File: config.mk
export PLATFORM = sky130hd
export DESIGN_NAME = lane_test_ctrl
export DESIGN_NICKNAME = d
export VERILOG_FILES = /design/src/rtl/lane_test_ctrl.sv
export SDC_FILE = /design/constraint.sdc
export NUM_CORES = 1
export LEC_CHECK = 0
export ABC_CLOCK_PERIOD_IN_PS = 3050
export BUFFER_PORTS_ARGS = -buffer_cell sky130_fd_sc_hd__clkbuf_2
export CAP_MARGIN = 40
export CORE_MARGIN = 1
export CORE_UTILIZATION = 48
export DETAILED_ROUTE_END_ITERATION = 10
export PLACE_DENSITY = 0.82
export SKIP_CTS_REPAIR_TIMING = 1
export SYNTH_ARGS = -nofsm -noshare
export SYNTH_HDL_FRONTEND = slang
export SYNTH_SLANG_ARGS = --single-unit
File: constraint.sdc
create_clock -name clk -period 3.05 [get_ports clk]
set_input_delay 0.61 -clock clk [delete_from_list [all_inputs] [get_ports clk]]
set_output_delay 0.61 -clock clk [all_outputs]
set_load 0.02 [all_outputs]
File: src/rtl/lane_test_ctrl.sv
module lane_test_ctrl #(
  parameter int          W         = 32,
  parameter int          RUN_LEN   = 1023,
  parameter logic [30:0] SEED      = 31'h1234_5678,
  parameter logic [W-1:0] CW_INIT1  = 32'hBC01_0101,
  parameter logic [W-1:0] CW_TINIT1 = 32'hBC0A_0A0A,
  parameter logic [W-1:0] CW_TINIT2 = 32'hBC0B_0B0B
) (
  input  logic         clk,
  input  logic         rst,
  input  logic         start_req,
  input  logic         rx_valid,
  input  logic         rx_ctrl,
  input  logic [W-1:0] rx_word,
  input  logic [W-1:0] norm_word,
  input  logic [W-1:0] lb_word,
  output logic         in_started,
  output logic         in_rx_test,
  output logic         in_tx_test,
  output logic [1:0]   tx_sel,
  output logic [W-1:0] tx_word
);
  localparam int CNTW = $clog2(RUN_LEN + 1);
  localparam logic [CNTW-1:0] LAST = CNTW'(RUN_LEN - 1);

  typedef enum logic [1:0] {S_IDLE, S_STARTED, S_RXT, S_TXT} st_t;

  st_t             st;
  logic [CNTW-1:0] run1, run2;
  logic [30:0]     lfsr, lfsr_nxt, pr_s;
  logic [W-1:0]    pr_word;

  wire is_ctl = rx_valid && rx_ctrl;
  wire is_i1  = is_ctl && (rx_word == CW_INIT1);
  wire is_t1  = is_ctl && (rx_word == CW_TINIT1);
  wire is_t2  = is_ctl && (rx_word == CW_TINIT2);

  always_comb begin
    pr_s = lfsr;
    pr_word = '0;
    for (int i = 0; i < W; i++) begin
      pr_word[W-1-i] = pr_s[30] ^ pr_s[27];
      pr_s = {pr_s[29:0], pr_s[30] ^ pr_s[27]};
    end
    lfsr_nxt = pr_s;
  end

  always_ff @(posedge clk) begin
    if (rst) begin
      st   <= S_IDLE;
      run1 <= '0;
      run2 <= '0;
      lfsr <= SEED;
    end else begin
      case (st)
        S_IDLE: if (start_req) st <= S_STARTED;
        S_STARTED: if (rx_valid) begin
          if (is_t1) begin
            run2 <= '0;
            if (run1 == LAST) begin
              run1 <= '0;
              st   <= S_RXT;
            end else run1 <= run1 + 1'b1;
          end else if (is_t2) begin
            run1 <= '0;
            if (run2 == LAST) begin
              run2 <= '0;
              lfsr <= SEED;
              st   <= S_TXT;
            end else run2 <= run2 + 1'b1;
          end else begin
            run1 <= '0;
            run2 <= '0;
          end
        end
        S_RXT: if (is_i1) st <= S_STARTED;
        S_TXT: begin
          lfsr <= lfsr_nxt;
          if (is_i1) st <= S_STARTED;
        end
        default: st <= S_IDLE;
      endcase
    end
  end

  assign in_started = (st == S_STARTED);
  assign in_rx_test = (st == S_RXT);
  assign in_tx_test = (st == S_TXT);
  assign tx_sel     = in_tx_test ? 2'd2 : in_rx_test ? 2'd1 : 2'd0;
  assign tx_word    = in_tx_test ? pr_word : in_rx_test ? lb_word : norm_word;
endmodule

Word level (Yosys, flattened, before mapping)
Cells that the tools add are included.
Word-level totals
  logic and storage cells: 87
  flip-flop bits (word level): 53
  output and inout port bits: 37
Cells by class
  add/subtract/negate cells: 2
  reduce and logical (&&, ||, !) cells: 10
  multiplexer cells: 22
  equality and inequality tests: 17
  bitwise operators: 32
Operator list (count)
  31-bit 2-to-1 mux: 4
  32-bit equality test, second input constant: 3
  32-bit 2-to-1 mux: 2
  31-bit one-hot mux with 2 select lines: 1
  10-bit 2-to-1 mux: 5
  1-bit XOR: 32
  10-bit by 1-bit adder with 10-bit output, second input constant: 2
  10-bit equality test, second input constant: 2
  2-bit 2-to-1 mux: 8
  2-bit by 1-bit inequality test with 1-bit output, second input constant: 3
  2-bit inequality test, second input constant: 3
  3-bit by 1-bit inequality test with 1-bit output, second input constant: 2
  2-bit one-hot mux with 3 select lines: 1
  6-bit AND reduction: 1
  5-bit AND reduction: 1
  2-bit equality test, second input constant: 2
  1-bit logical AND: 4
  3-bit by 2-bit inequality test with 1-bit output, second input constant: 1
  2-bit by 1-bit equality test with 1-bit output, second input constant: 1
  2-bit logical NOT: 1
  2-bit AND reduction: 1
  2-bit nonzero test: 1
  2-bit OR reduction: 1
  1-bit 2-to-1 mux: 1

Longest topological paths before layout
Gate-level depths: netlist (run 1).
  depth in word-level cells: 6
  mapped depth: 8
  mapped depth without buffers: 7

Worst setup path after synthesis (run 1)
No wires, ideal clock.
  path kind: input-to-reg
  from: input rx_word[7]
  to: register lfsr[2]
  buffers on the path: 1
  stages on the path: 6
  library setup time: 0.117 ns
  data arrival time: 2.415 ns
  slack: 0.519 ns
  cell sequence: or4_4 -> or4_4 -> nor4_2 -> o22ai_2 -> buf_6 -> a22o_1
Between the ends
  longest elaborated chain between the ends: 4
Ends and longest elaborated chain
  from (decl): line 14  | input logic [W-1:0] rx_word,
  32-bit equality test (on tied branches): line 36, 35
  1-bit logical AND (on tied branches): line 36, 35
  2-bit by 1-bit inequality test with 1-bit output (no source line) / 2-bit inequality test (equally long branches)
  5-bit AND reduction (no source line) (*)
  to (signal assigned): line 78  | lfsr <= lfsr_nxt;
  to (decl): line 30  | logic [30:0] lfsr, lfsr_nxt, pr_s;
Mark *: on every way between the ends. The rest lies on a longest branch, timed or not.
A chain may end at the register's enable or synchronous reset.

Worst setup path in the final report (run 1)
  from: register st[1]
  to: output tx_word[7]
Between the ends
  longest elaborated chain between the ends: 3
Ends and longest elaborated chain
  from (decl): line 28  | st_t st;
  from (signal assigned): line 50  | st <= S_IDLE;
  from (signal assigned): line 56  | S_IDLE: if (start_req) st <= S_STARTED;
  from (signal assigned): line 62  | st <= S_RXT;
  2-bit equality test: line 87  | assign in_rx_test = (st == S_RXT);
  32-bit 2-to-1 mux: line 90  | assign tx_word = in_tx_test ? pr_word : in_rx_test ? lb_word : norm_word;
  32-bit 2-to-1 mux (*): line 90
  to (decl): line 21  | output logic [W-1:0] tx_word
Marks and branches as above.

==> results of run 1 <==
[metrics by stage]
stage	hold WS, ns	total power, mW	cell area, um2	utilization (%)	setup WS [ns]
after global routing	0.5183	1.474	4106	63.58	0.3969
after global placement	0.4633	0.9340	3990	61.78	0.3013
after CTS	0.4937	1.420	4106	63.58	0.5048
after detailed placement	0.4752	0.9396	3990	61.78	0.2720
after floorplan	0.4527	0.8420	3276	-	0.5185
final	0.4937	1.413	4106	63.58	0.5213
[synth_stat cells (2+ instances only)]
| cell | number |
|---|---|
| and4_1 | 4 |
| xnor2_1 | 41 |
| inv_1 | 16 |
| nor3_1 | 7 |
| buf_6 | 3 |
| nand3_1 | 7 |
| and2_1 | 3 |
| nand4_1 | 9 |
| mux2i_1 | 3 |
| nor2b_1 | 4 |
| a211oi_1 | 2 |
| mux2_2 | 29 |
| nor4b_1 | 2 |
| or4_4 | 2 |
| xor2_1 | 7 |
| and3_1 | 4 |
| buf_4 | 2 |
| nand2_1 | 9 |
| clkbuf_1 | 14 |
| nand3b_1 | 2 |
| dfxtp_1 | 53 |
| a22o_1 | 2 |
| a21oi_1 | 35 |
| a22oi_2 | 10 |
| ha_1 | 4 |
| a22oi_1 | 3 |
| buf_1 | 3 |
| o2bb2ai_1 | 16 |
| nor4_2 | 2 |
| nor2_1 | 64 |
[worst min-delay path by stage]
stage,end,slack [ns],cells past startpoint
detailed placement,lfsr[29]$_SDFFE_PP0P_,0.48,1
floorplan,lfsr[29]$_SDFFE_PP0P_,0.45,1
CTS,lfsr[29]$_SDFFE_PP0P_,0.49,1
global placement,lfsr[28]$_SDFFE_PP1P_,0.46,2
finish,lfsr[29]$_SDFFE_PP0P_,0.49,1
global route,lfsr[29]$_SDFFE_PP0P_,0.52,1
[cell type report]
class / count / area share [%]
Timing Repair Buffer: 141 / 17.73
Sequential cell: 53 / 25.90
Inverter: 16 / 1.463
Clock inverter: 1 / 0.7313
Multi-Input combinational cell: 286 / 49.73
Clock buffer: 7 / 2.102
Tap cell: 77 / 2.346
[sequential cells by signal, indices dropped and copies added, names as in the netlist]
| name | count |
|---|---|
| run1 | 10 |
| run2 | 10 |
| lfsr | 31 |
| st | 2 |
[cells in the final DEF, fill, tap and decap left out, types with 3 or more instances in the layout]
cell type  count
nor3_1         7
nand3_1        7
and4_1         4
o2bb2ai_1     16
inv_1         16
a22oi_2       10
and2_1         3
nand2_1        9
mux2i_1        3
a21oi_1       35
nand4_1        9
dfxtp_1       51
a22oi_1        3
clkbuf_8       6
xnor2_1       41
xor2_1         7
buf_4          3
nor2b_1        4
mux2_2        29
ha_1           4
nor2_1        64
clkbuf_2     137
and3_1         4
[power by group through the flow]
| stage | logic [mW] | registers (mW) | clock network (mW) |
|---|---|---|---|
| 3_5_place_dp | 0.217 | 0.722 | 0 |
| 3_3_place_gp | 0.212 | 0.722 | 0 |
| 6_report | 0.216 | 0.705 | 0.492 |
| 2_1_floorplan | 0.130 | 0.712 | 0 |
| 5_1_grt | 0.238 | 0.707 | 0.528 |
| 4_1_cts | 0.218 | 0.706 | 0.496 |
[critical path: cells and delay by family (launching register included)]
kind	cells	cell delay, ns
buffers and inverters	2	0.49
muxes	1	0.36
DFF	1	0.75
[kinds of logic after synthesis]
logic type | share of synthesized area, %
adders and majority gates | 1.528
DFF | 32.39
muxes | 10.89
AOI/OAI and AO/OA | 17.11
and+or+nand+nor | 19.98
buffers and inverters | 5.271
xor gates and xnor gates | 12.83
[layer usage]
metal | global-route usage (%) | up-vias | share of wire [%]
met1 | 28.13 | 1389 | 44
met4 | 6.163 | 0 | 1.3
met5 | 0 | - | 0
met3 | 3.245 | 9 | 4.7
li1 | - | 1581 | -
met2 | 39.69 | 99 | 50
==> summary.md, run 1 <==
| Metric | Value |
|---|---|
| Number of synthesized register bits | 53 |
| Crit path from | st[1]$_SDFFE_PP0P_ |
| Switching Share | 24.45% |
| Layout area overhead | 25.36% |
| Post-route setup TNS | 0 ns |
| VDD IR max | 220.9 uV |
| Tcrit/Tclk final | 82.91% |
| GRT Resource Usage Total | 22.32% |
| Vias in the first global route | 2,906 |
| Setup crit end kind | output pin |
| Cell Rows | 29 |
| CTS max path bufs | 2 |
| CP max stage delay | 0.75 ns |
| Area occupied by multi-input gates | 0.002042 mm2 |
| Outcome | complete, but fails checks |
| Max-cap viol count | 0 |
| Diodes inserted | 0 |
| Reg2Reg Capture Point | lfsr[3]$_SDFFE_PP1P_ |
| Largest net degree at the start of global routing | 36 |
| Die width | 84.61 um |
| Final setup vio count | 0 |
| Detailed Routing Iterations Pass 1 | 8 |
| Worst r2r src | st[1]$_SDFFE_PP0P_ |
| Initial Util | 50.72% |
| Worst-path cell chain | buf_4 -> mux2_2 -> clkbuf_2 |
| Global-route wire length before repair | 13.00 mm |
| Final count of hold timing violations | 0 |
| Yosys top cell area share | 32.39% |
| Min-delay src | lfsr[29]$_SDFFE_PP0P_ |
| Vias per cell | 5.298 |
| Mapped Cells | 377 |
| Clk slew on worst S/H paths | 0.09 ns |
| Register area share after synthesis | 32.39% |
| Fraction of power consumed by sequential logic | 49.9% |
| Failing checks | design-rule violations |
| H-tree depth | 2 |
| EDFF count, synth | 0 |
| Pint | 1.068 mW |
| Max Clk Rate | 395.5 MHz |
| Port Buffers | 137 |
| Slowest-stage cell, CP | dfxtp_2 |
| CP Capture Point | tx_word[7] |
| Cell taking the most area after synthesis | dfxtp_1 |
| CP arrival | 1.92 ns |
| DR iter-0 viols | 176 |
| Power Dens Cells | 344.2 mW/mm2 |
| Core box area | 0.006459 mm2 |
| Placed Cells | 573 |
| Vias | 3,078 |
| CTS tree | built |
| Gate power share | 15.3% |
| Final clock skew | 0.005907 ns |
| CTS Sinks | 53 |
| Initial antenna violation count | 0 |
| Worst min-delay path category | flip-flop to flip-flop |
| Post-synth net total | 482 |
| Routability cong. | 0.7609 |
| DR WL/cell | 13.39 um |
| Layout net count | 608 |
| Leakage | 1.789 nW |
| Crit Path Max Fanout | 32 |
| Fill count | 540 |
| WL final | 7.778 mm |
| Sw power | 345.5 uW |
| Req. time, crit path | 2.44 ns |
| Mean Syn Cell Area | 8.689 um2 |
| Dpl hpwl | 6.091 mm |
| R2R depth | 5 |
| Post-synth ARST share | 0% |
| Number of routed nets with antenna violations | 0 |
| Synthesized area | 0.003276 mm2 |
| Synth warnings | 0 |
| Register area | 0.001064 mm2 |
| Root Buffer | clkbuf_8 |
| Die H | 84.61 um |
| R2R setup slack | 0.94 ns |
| Layout cells sized above 1 | 39.09% |
| Slew margin rel. | 53.98% |
| Final Slew Violations | 0 |
| Top post-synthesis cells by area | dfxtp_1 32%, xnor2_1 11%, mux2_2 10%, nor2_1 7.3%, a21oi_1 5.3% |
| IO Count | 138 |
| Fin cells | 581 |
| Worst setup path class | flip-flop to output pin |
| DIE AREA | 0.007159 mm2 |
| Yosys cell types | 45 |
| TritonCTS buffer count | 5 |
| CP startpoint kind | flip-flop |
| Clock power share | 34.8% |
| Minimum clock period | 2.529 ns |
| Top_reg_cell synth | dfxtp_1 |
| GRT overflow | 0 |
| Slew @ Worst Pin | 0.6903 ns |
| Clk Latency, worst-skew pair | 0.31 ns |
| RSZ-0062 raised after global routing | false |
| DRC Markers | 6 |
Power figures use the tool's default switching activity.
==> run 2: changes to the inputs <==
- ABC_CLOCK_PERIOD_IN_PS: 3050 -> 2100
- CORE_UTILIZATION: 48 -> 44
- PLACE_DENSITY: 0.82 -> 0.79
- clock period: 3.05 -> 2.1 ns (I/O delays scaled with it)
==> run 2 against run 1 <==
The run now ends clean. Total power rose by 37%. Die area is 8.9% higher. Global-route usage decreased by 2.3 points. Utilization is 3.8 points lower. Sequential power increased by 43%. Register-to-register slack got worse by 0.65 ns. First-iteration DRC count fell by 56%. Design area is 5.0% higher. Non-clock buffer count grew 11. Flip-flop and latch count unchanged. Critical path type is now input pin to flip-flop.
==> summary.md, run 2 (synthesized netlist as in run 1, its figures left out) <==
| Metric | Value |
|---|---|
| Tcrit/Tclk final | 98.26% |
| Top reg by flops | lfsr |
| Crit Path Max Fanout | 31 (-3.1%) |
| Leakage | 1.894 nW (+5.9%) |
| H-tree depth | 2 (unchanged) |
| Largest net degree at the start of global routing | 48 (+33%) |
| Fin cells | 614 (+5.7%) |
| Max Clk Rate | 484.6 MHz |
| Final count of hold timing violations | 0 (unchanged) |
| Setup crit end kind | flip-flop |
| Hold Path End | st[1]$_SDFFE_PP0P_ |
| Worst path buffer plus inverter count | 2 (unchanged) |
| Reg2Reg Capture Point | lfsr[1]$_SDFFE_PP0P_ |
| DIE AREA | 0.007793 mm2 (+8.9%) |
| Worst-path cell chain | buf_6 -> or4_4 -> or4_4 -> nor4_4 -> o22ai_2 -> buf_12 -> a22o_1 |
| Final clock skew | 0.01521 ns (+0.009307 ns) |
| Largest registers | lfsr (31), run1 (10), run2 (10) |
| Layout area overhead | 31.59% |
| Layout net count | 619 (+1.8%) |
| R2R setup slack | 0.29 ns (-0.65 ns) |
| Worst r2r src | run2[1]$_SDFFE_PP0P_ |
| GRT overflow | 0 (unchanged) |
| Min-delay src | rst |
| RSZ-0062 raised after global routing | true |
| Max reg flops | 31 (unchanged) |
| Slew @ Worst Pin | 0.7310 ns (+0.04075 ns) |
| Die H | 88.28 um (+4.3%) |
| Req. time, crit path | 2.32 ns (-0.12 ns) |
| Slew margin rel. | 51.27% (-2.7 points) |
| Slowest-stage cell, CP | or4_4 |
| Outcome | finished, final reports clean |
| CTS max path bufs | 2 (unchanged) |
| Clk Latency, worst-skew pair | 0.31 ns (about the same) |
| Clk slew on worst S/H paths | 0.10 ns (about the same) |
| Vias per cell | 5.160 (-2.6%) |
| Core box area | 0.007214 mm2 (+12%) |
| Detailed Routing Iterations Pass 1 | 4 (-4) |
| CP max stage delay | 0.55 ns (-0.20 ns) |
| Diodes inserted | 0 (unchanged) |
| Worst min-delay path category | input pin to flip-flop |
| Vias | 3,168 (+2.9%) |
| WL final | 8.193 mm (+5.3%) |
| Die width | 88.28 um (+4.3%) |
| Post-layout utilization of the core | 59.75% (-3.8 points) |
| DRC Markers | 0 (-6) |
| Root Buffer | clkbuf_8 |
| CTS tree | built |
| TritonCTS buffer count | 5 (unchanged) |
| IO Count | 138 (unchanged) |
| Vias in the first global route | 2,821 (-2.9%) |
| Placed Cells | 604 (+5.4%) |
| Port Buffers | 137 (unchanged) |
| Dpl hpwl | 6.343 mm (+4.1%) |
| Hold depth | 2 (+1) |
| CP arrival | 2.28 ns (+0.36 ns) |
| Worst path top cell family by delay | simple AND/OR/NAND/NOR gates |
| Commonest non-fill, non-tap cell in the layout | clkbuf_2 |
| Cell Rows | 31 (+6.9%) |
| Layout cells sized above 1 | 42.14% (+3.0 points) |
| DR iter-0 viols | 77 (-56%) |
| CP dominant cell by count | or4_4 |
| CP startpoint kind | input pin |
| Commonest cells after routing, fill and taps aside | 136 x clkbuf_2, 64 x nor2_1, 51 x dfxtp_1, 35 x xnor2_1, 34 x a21oi_1 |
| Routability cong. | 0.8085 (+6.3%) |
| Initial Util | 45.40% (-5.3 points) |
| Final Slew Violations | 0 (unchanged) |
| R2R depth | 7 (+2) |
| DR WL/cell | 13.34 um (-0.33%) |
| Final setup vio count | 0 (unchanged) |
| Power Dens Cells | 448.7 mW/mm2 (+30%) |
| VDD IR max | 278.5 uV (+26%) |
| Minimum clock period | 2.063 ns |
| CTS Sinks | 53 (unchanged) |
| Worst setup path class | input pin to flip-flop |
| GRT Resource Usage Total | 19.99% (-2.3 points) |
| Max-cap viol count | 0 (unchanged) |
| Number of routed nets with antenna violations | 0 (unchanged) |
| Global-route wire length before repair | 12.19 mm (-6.3%) |
| Initial antenna violation count | 0 (unchanged) |
run 2: area by class of cell:
class / instances / area, um2
clock inverters: 2 / 13.76
multi-input cells: 286 / 2132
inverters: 16 / 60.06
clock buffers: 6 / 72.57
well taps: 99 / 123.9
flip-flops and latches: 53 / 1066
fillers: 656 / 2904
repair buffers: 152 / 842.1
run 2: through the flow:
stage / hold slack [ns] / area, um2 / total power [mW] / setup WS (ns) / setup TNS (ns)
6_report: 0.4433 / 4310 / 1.934 / 0.03654 / 0
2_1_floorplan: 0.4527 / 3312 / 1.226 / -0.1226 / -2.293
3_5_place_dp: 0.4739 / 4146 / 1.377 / -0.3488 / -11.68
3_3_place_gp: 0.4643 / 4146 / 1.368 / -0.2774 / -10.22
4_1_cts: 0.4337 / 4233 / 1.943 / -0.05982 / -0.1501
5_1_grt: 0.4511 / 4310 / 2.018 / -0.02361 / -0.08963
run 2: worst max-delay path by stage:
stage | from | endpoint | slack [ns] | cells past startpoint
6_report | rx_word[7] | lfsr[1]$_SDFFE_PP0P_ | 0.04 | 7
5_1_grt | rx_word[7] | lfsr[1]$_SDFFE_PP0P_ | -0.02 | 7
4_1_cts | lfsr[25]$_SDFFE_PP1P_ | tx_word[1] | -0.06 | 5
3_5_place_dp | rx_word[12] | run2[3]$_SDFFE_PP0P_ | -0.35 | 6
3_3_place_gp | rx_word[12] | lfsr[2]$_SDFFE_PP0P_ | -0.28 | 7
2_1_floorplan | rx_word[12] | lfsr[2]$_SDFFE_PP0P_ | -0.12 | 6
run 2: metal layers:
metal  track usage (%)  wire length (um)  share of wire, %  vias up
li1                  -                 -                 -     1598
met1             24.87              3675                45     1456
met2             35.38              3981                49      101
met3             2.332               398               4.9       13
met4             7.625               138               1.7        0
met5                 0                 0                 0        -
run 2: power by group:
group / switching (mW) / total (mW) / internal [mW] / leakage [nW]
logic: 0.176 / 0.342 / 0.166 / 1.42
registers: 0.00447 / 1.01 / 1.01 / 0.429
clock network: 0.343 / 0.581 / 0.238 / 0.0456
total: 0.523 / 1.93 / 1.41 / 1.89
run 2: worst reg2reg max path, delay by kind of cell (launching register included):
kind / cells / cell delay (ns)
adders and majority gates: 1 / 0.17
buffers and inverters: 1 / 0.19
and+or+nand+nor: 3 / 0.61
DFF: 1 / 0.41
AOI/OAI and AO/OA: 2 / 0.33
==> run 3: changes to the inputs <==
- CORE_UTILIZATION: 44 -> 45
- CTS_BUF_LIST: default -> sky130_fd_sc_hd__clkbuf_2
- PLACE_DENSITY: 0.79 -> 0.81
==> run 3 against run 2 <==
The run now ends with negative setup slack left. Total power is 3.9% lower. Die area is 2.2% lower. Clock skew is 0.025 ns higher. Sequential power hardly changed. Via count is 9.9% higher. Clock power is 25% lower. Flip-flop and latch count stayed put. Final cell count is 1.3% higher. Count of clock-buffer cells in the layout is 1 lower. Register-to-register slack worse by 0.18 ns. Fmax is 7.0% lower. Non-clock buffer count is 11 higher. Critical path type is now flip-flop to output pin. Highest routed layer unchanged.
==> summary.md, run 3 (synthesized netlist as in run 1, its figures left out) <==
| Metric | Value |
|---|---|
| TritonCTS buffer count | 5 (unchanged) |
| Failing checks | negative setup slack |
| Slew @ Worst Pin | 0.7672 ns (+0.03617 ns) |
| Core box area | 0.006907 mm2 (-4.3%) |
| Register area | 0.001115 mm2 (+4.6%) |
| Pint | 1.288 mW (-8.7%) |
| WL final | 10.49 mm (+28%) |
| Die H | 87.32 um (-1.1%) |
| Min-delay src | rst |
| Vias per cell | 5.600 (+8.5%) |
| Commonest cells after routing, fill and taps aside | 121 x clkbuf_2, 55 x nor2_1, 32 x a21oi_1, 28 x dfxtp_1 |
| Cell Rows | 30 (-3.2%) |
| Worst min-delay path category | input pin to flip-flop |
| Post-route cell area | 0.004726 mm2 (+9.6%) |
| R2R setup slack | 0.11 ns (-0.18 ns) |
| Outcome | complete, but fails checks |
| DR WL/cell | 16.87 um (+26%) |
| Vias | 3,483 (+9.9%) |
| Minimum clock period | 2.218 ns (+0.1550 ns) |
| Commonest non-fill, non-tap cell in the layout | clkbuf_2 |
| R2R depth | 8 (+1) |
| Root Buffer | clkbuf_2 |
| Slowest-stage cell, CP | dfxtp_4 |
| Detailed Routing Iterations Pass 1 | 5 (+1) |
| Max-cap viol count | 0 (unchanged) |
| Post-layout utilization of the core | 68.42% (+8.7 points) |
| Layout area overhead | 44.27% |
| CP arrival | 1.80 ns (-0.48 ns) |
| Clk Latency, worst-skew pair | 0.47 ns (+0.16 ns) |
| CTS Sinks | 53 (unchanged) |
| Final clock skew | 0.04061 ns (+0.02539 ns) |
| Area of placed instances | 0.004145 mm2 (about the same) |
| RSZ-0062 raised after global routing | true |
| DRC Markers | 0 (unchanged) |
| Clk slew on worst S/H paths | 0.31 ns (+0.21 ns) |
| IO Count | 138 (unchanged) |
| Vias in the first global route | 2,837 (+0.57%) |
| Layout cells sized above 1 | 53.61% (+11 points) |
| Max Clk Rate | 450.8 MHz (-7.0%) |
| Fill count | 553 (-16%) |
| Req. time, crit path | 1.68 ns (-0.64 ns) |
| Slew margin rel. | 48.85% (-2.4 points) |
| Largest net degree at the start of global routing | 64 (+33%) |
| Reg2Reg Capture Point | lfsr[24]$_SDFFE_PP0P_ |
| Initial Util | 47.43% (+2.0 points) |
| Fin Hold WS | 0.2331 ns (-0.2101 ns) |
| Worst setup path class | flip-flop to output pin |
| CP startpoint kind | flip-flop |
| Layout net count | 630 (+1.8%) |
| Initial antenna violation count | 0 (unchanged) |
| Global-route wire length before repair | 12.88 mm (+5.7%) |
| Tcrit/Tclk final | 105.6% (+7.4 points) |
| Max reg flops | 31 (unchanged) |
| Port Buffers | 137 (unchanged) |
| Number of routed nets with antenna violations | 0 (unchanged) |
| VDD IR max | 198.3 uV (-29%) |
| Clock power share | 23.6% (-6.4 points) |
| Final count of hold timing violations | 0 (unchanged) |
| CTS tree | built |
| Setup crit end kind | output pin |
| Top reg by flops | lfsr |
| Worst r2r src | run2[0]$_SDFFE_PP0P_ |
| Die width | 87.32 um (-1.1%) |
| Post-route setup TNS | -0.5343 ns (-0.5343 ns) |
| H-tree depth | 2 (unchanged) |
| DP Worst Slack | -0.3283 ns (+0.02047 ns) |
| Final worst slack | -0.1185 ns (-0.1550 ns) |
| Hold Path End | st[1]$_SDFFE_PP0P_ |
| Largest registers | lfsr (31), run1 (10), run2 (10) |
| Placed Cells | 603 (-0.17%) |
| Worst-path cell chain | xnor2_4 -> xnor2_2 -> mux2i_1 -> a21oi_1 -> buf_4 |
| Leakage | 2.093 nW (+11%) |
| GRT Resource Usage Total | 21.38% (+1.4 points) |
| Final Slew Violations | 0 (unchanged) |
| Sw power | 570.0 uW (+9.0%) |
| DR iter-0 viols | 149 (+94%) |
| Fin cells | 622 (+1.3%) |
| Diodes inserted | 0 (unchanged) |
| CP max stage delay | 0.45 ns (-0.10 ns) |
| Area occupied by multi-input gates | 0.002382 mm2 (+12%) |
| DIE AREA | 0.007625 mm2 (-2.2%) |
| GRT overflow | 0 (unchanged) |
| Power Total | 1.858 mW (-3.9%) |
| Fraction of power consumed by sequential logic | 54.4% (+2.1 points) |
| Hold depth | 2 (unchanged) |
| Gate power share | 22.0% (+4.3 points) |
| Final setup vio count | 14 (+14) |
| Switching Share | 30.67% (+3.6 points) |
| CTS max path bufs | 2 (unchanged) |
| Routability cong. | 0.7816 (-3.3%) |
| Dpl hpwl | 6.624 mm (+4.4%) |
| Crit Path Max Fanout | 3 (-90%) |
| Power Dens Cells | 393.3 mW/mm2 (-12%) |
==> run 3: worst max path at each step <==
stage / startpoint / to / slack, ns
finish: lfsr[30]$_SDFFE_PP0P_ / tx_word[3] / -0.12
global route: lfsr[13]$_SDFFE_PP0P_ / tx_word[17] / -0.18
CTS: lfsr[26]$_SDFFE_PP0P_ / tx_word[2] / -0.27
detailed placement: rx_word[12] / lfsr[24]$_SDFFE_PP0P_ / -0.33
global placement: rx_word[12] / lfsr[19]$_SDFFE_PP0P_ / -0.28
floorplan: rx_word[12] / lfsr[2]$_SDFFE_PP0P_ / -0.12
==> run 3: critical path: cells and delay by family, from the launching register on <==
kind            cells  cell delay (ns)
mux                 1             0.11
flops               1             0.45
compound gates      1             0.18
xor+xnor            2             0.40
buf+inv             1             0.18
==> run 3: power groups by stage <==
| stage | logic (mW) | registers [mW] | clock network [mW] |
|---|---|---|---|
| floorplan | 0.191 | 1.03 | 0 |
| global placement | 0.333 | 1.04 | 0 |
| detailed placement | 0.342 | 1.04 | 0 |
| CTS | 0.343 | 1.02 | 0.437 |
| global route | 0.439 | 1.01 | 0.482 |
| finish | 0.410 | 1.01 | 0.438 |
==> run 3: metal layers <==
layer / wire length (um) / vias to the layer above / GRT usage [%]
met4: 387 / 0 / 5.812
met2: 5300 / 185 / 36.15
li1: - / 1625 / -
met3: 660 / 42 / 4.645
met1: 4143 / 1631 / 27.37
met5: 0 / - / 0
==> run 3: area by class of cell <==
class | instances | area share (%)
clock inverter | 3 | 0.4501
tap | 96 | 2.542
sequential | 53 | 23.59
inverter | 16 | 1.271
timing repair buffer | 163 | 21.21
multi-input combinational | 286 | 50.41
clock buffer | 5 | 0.5295
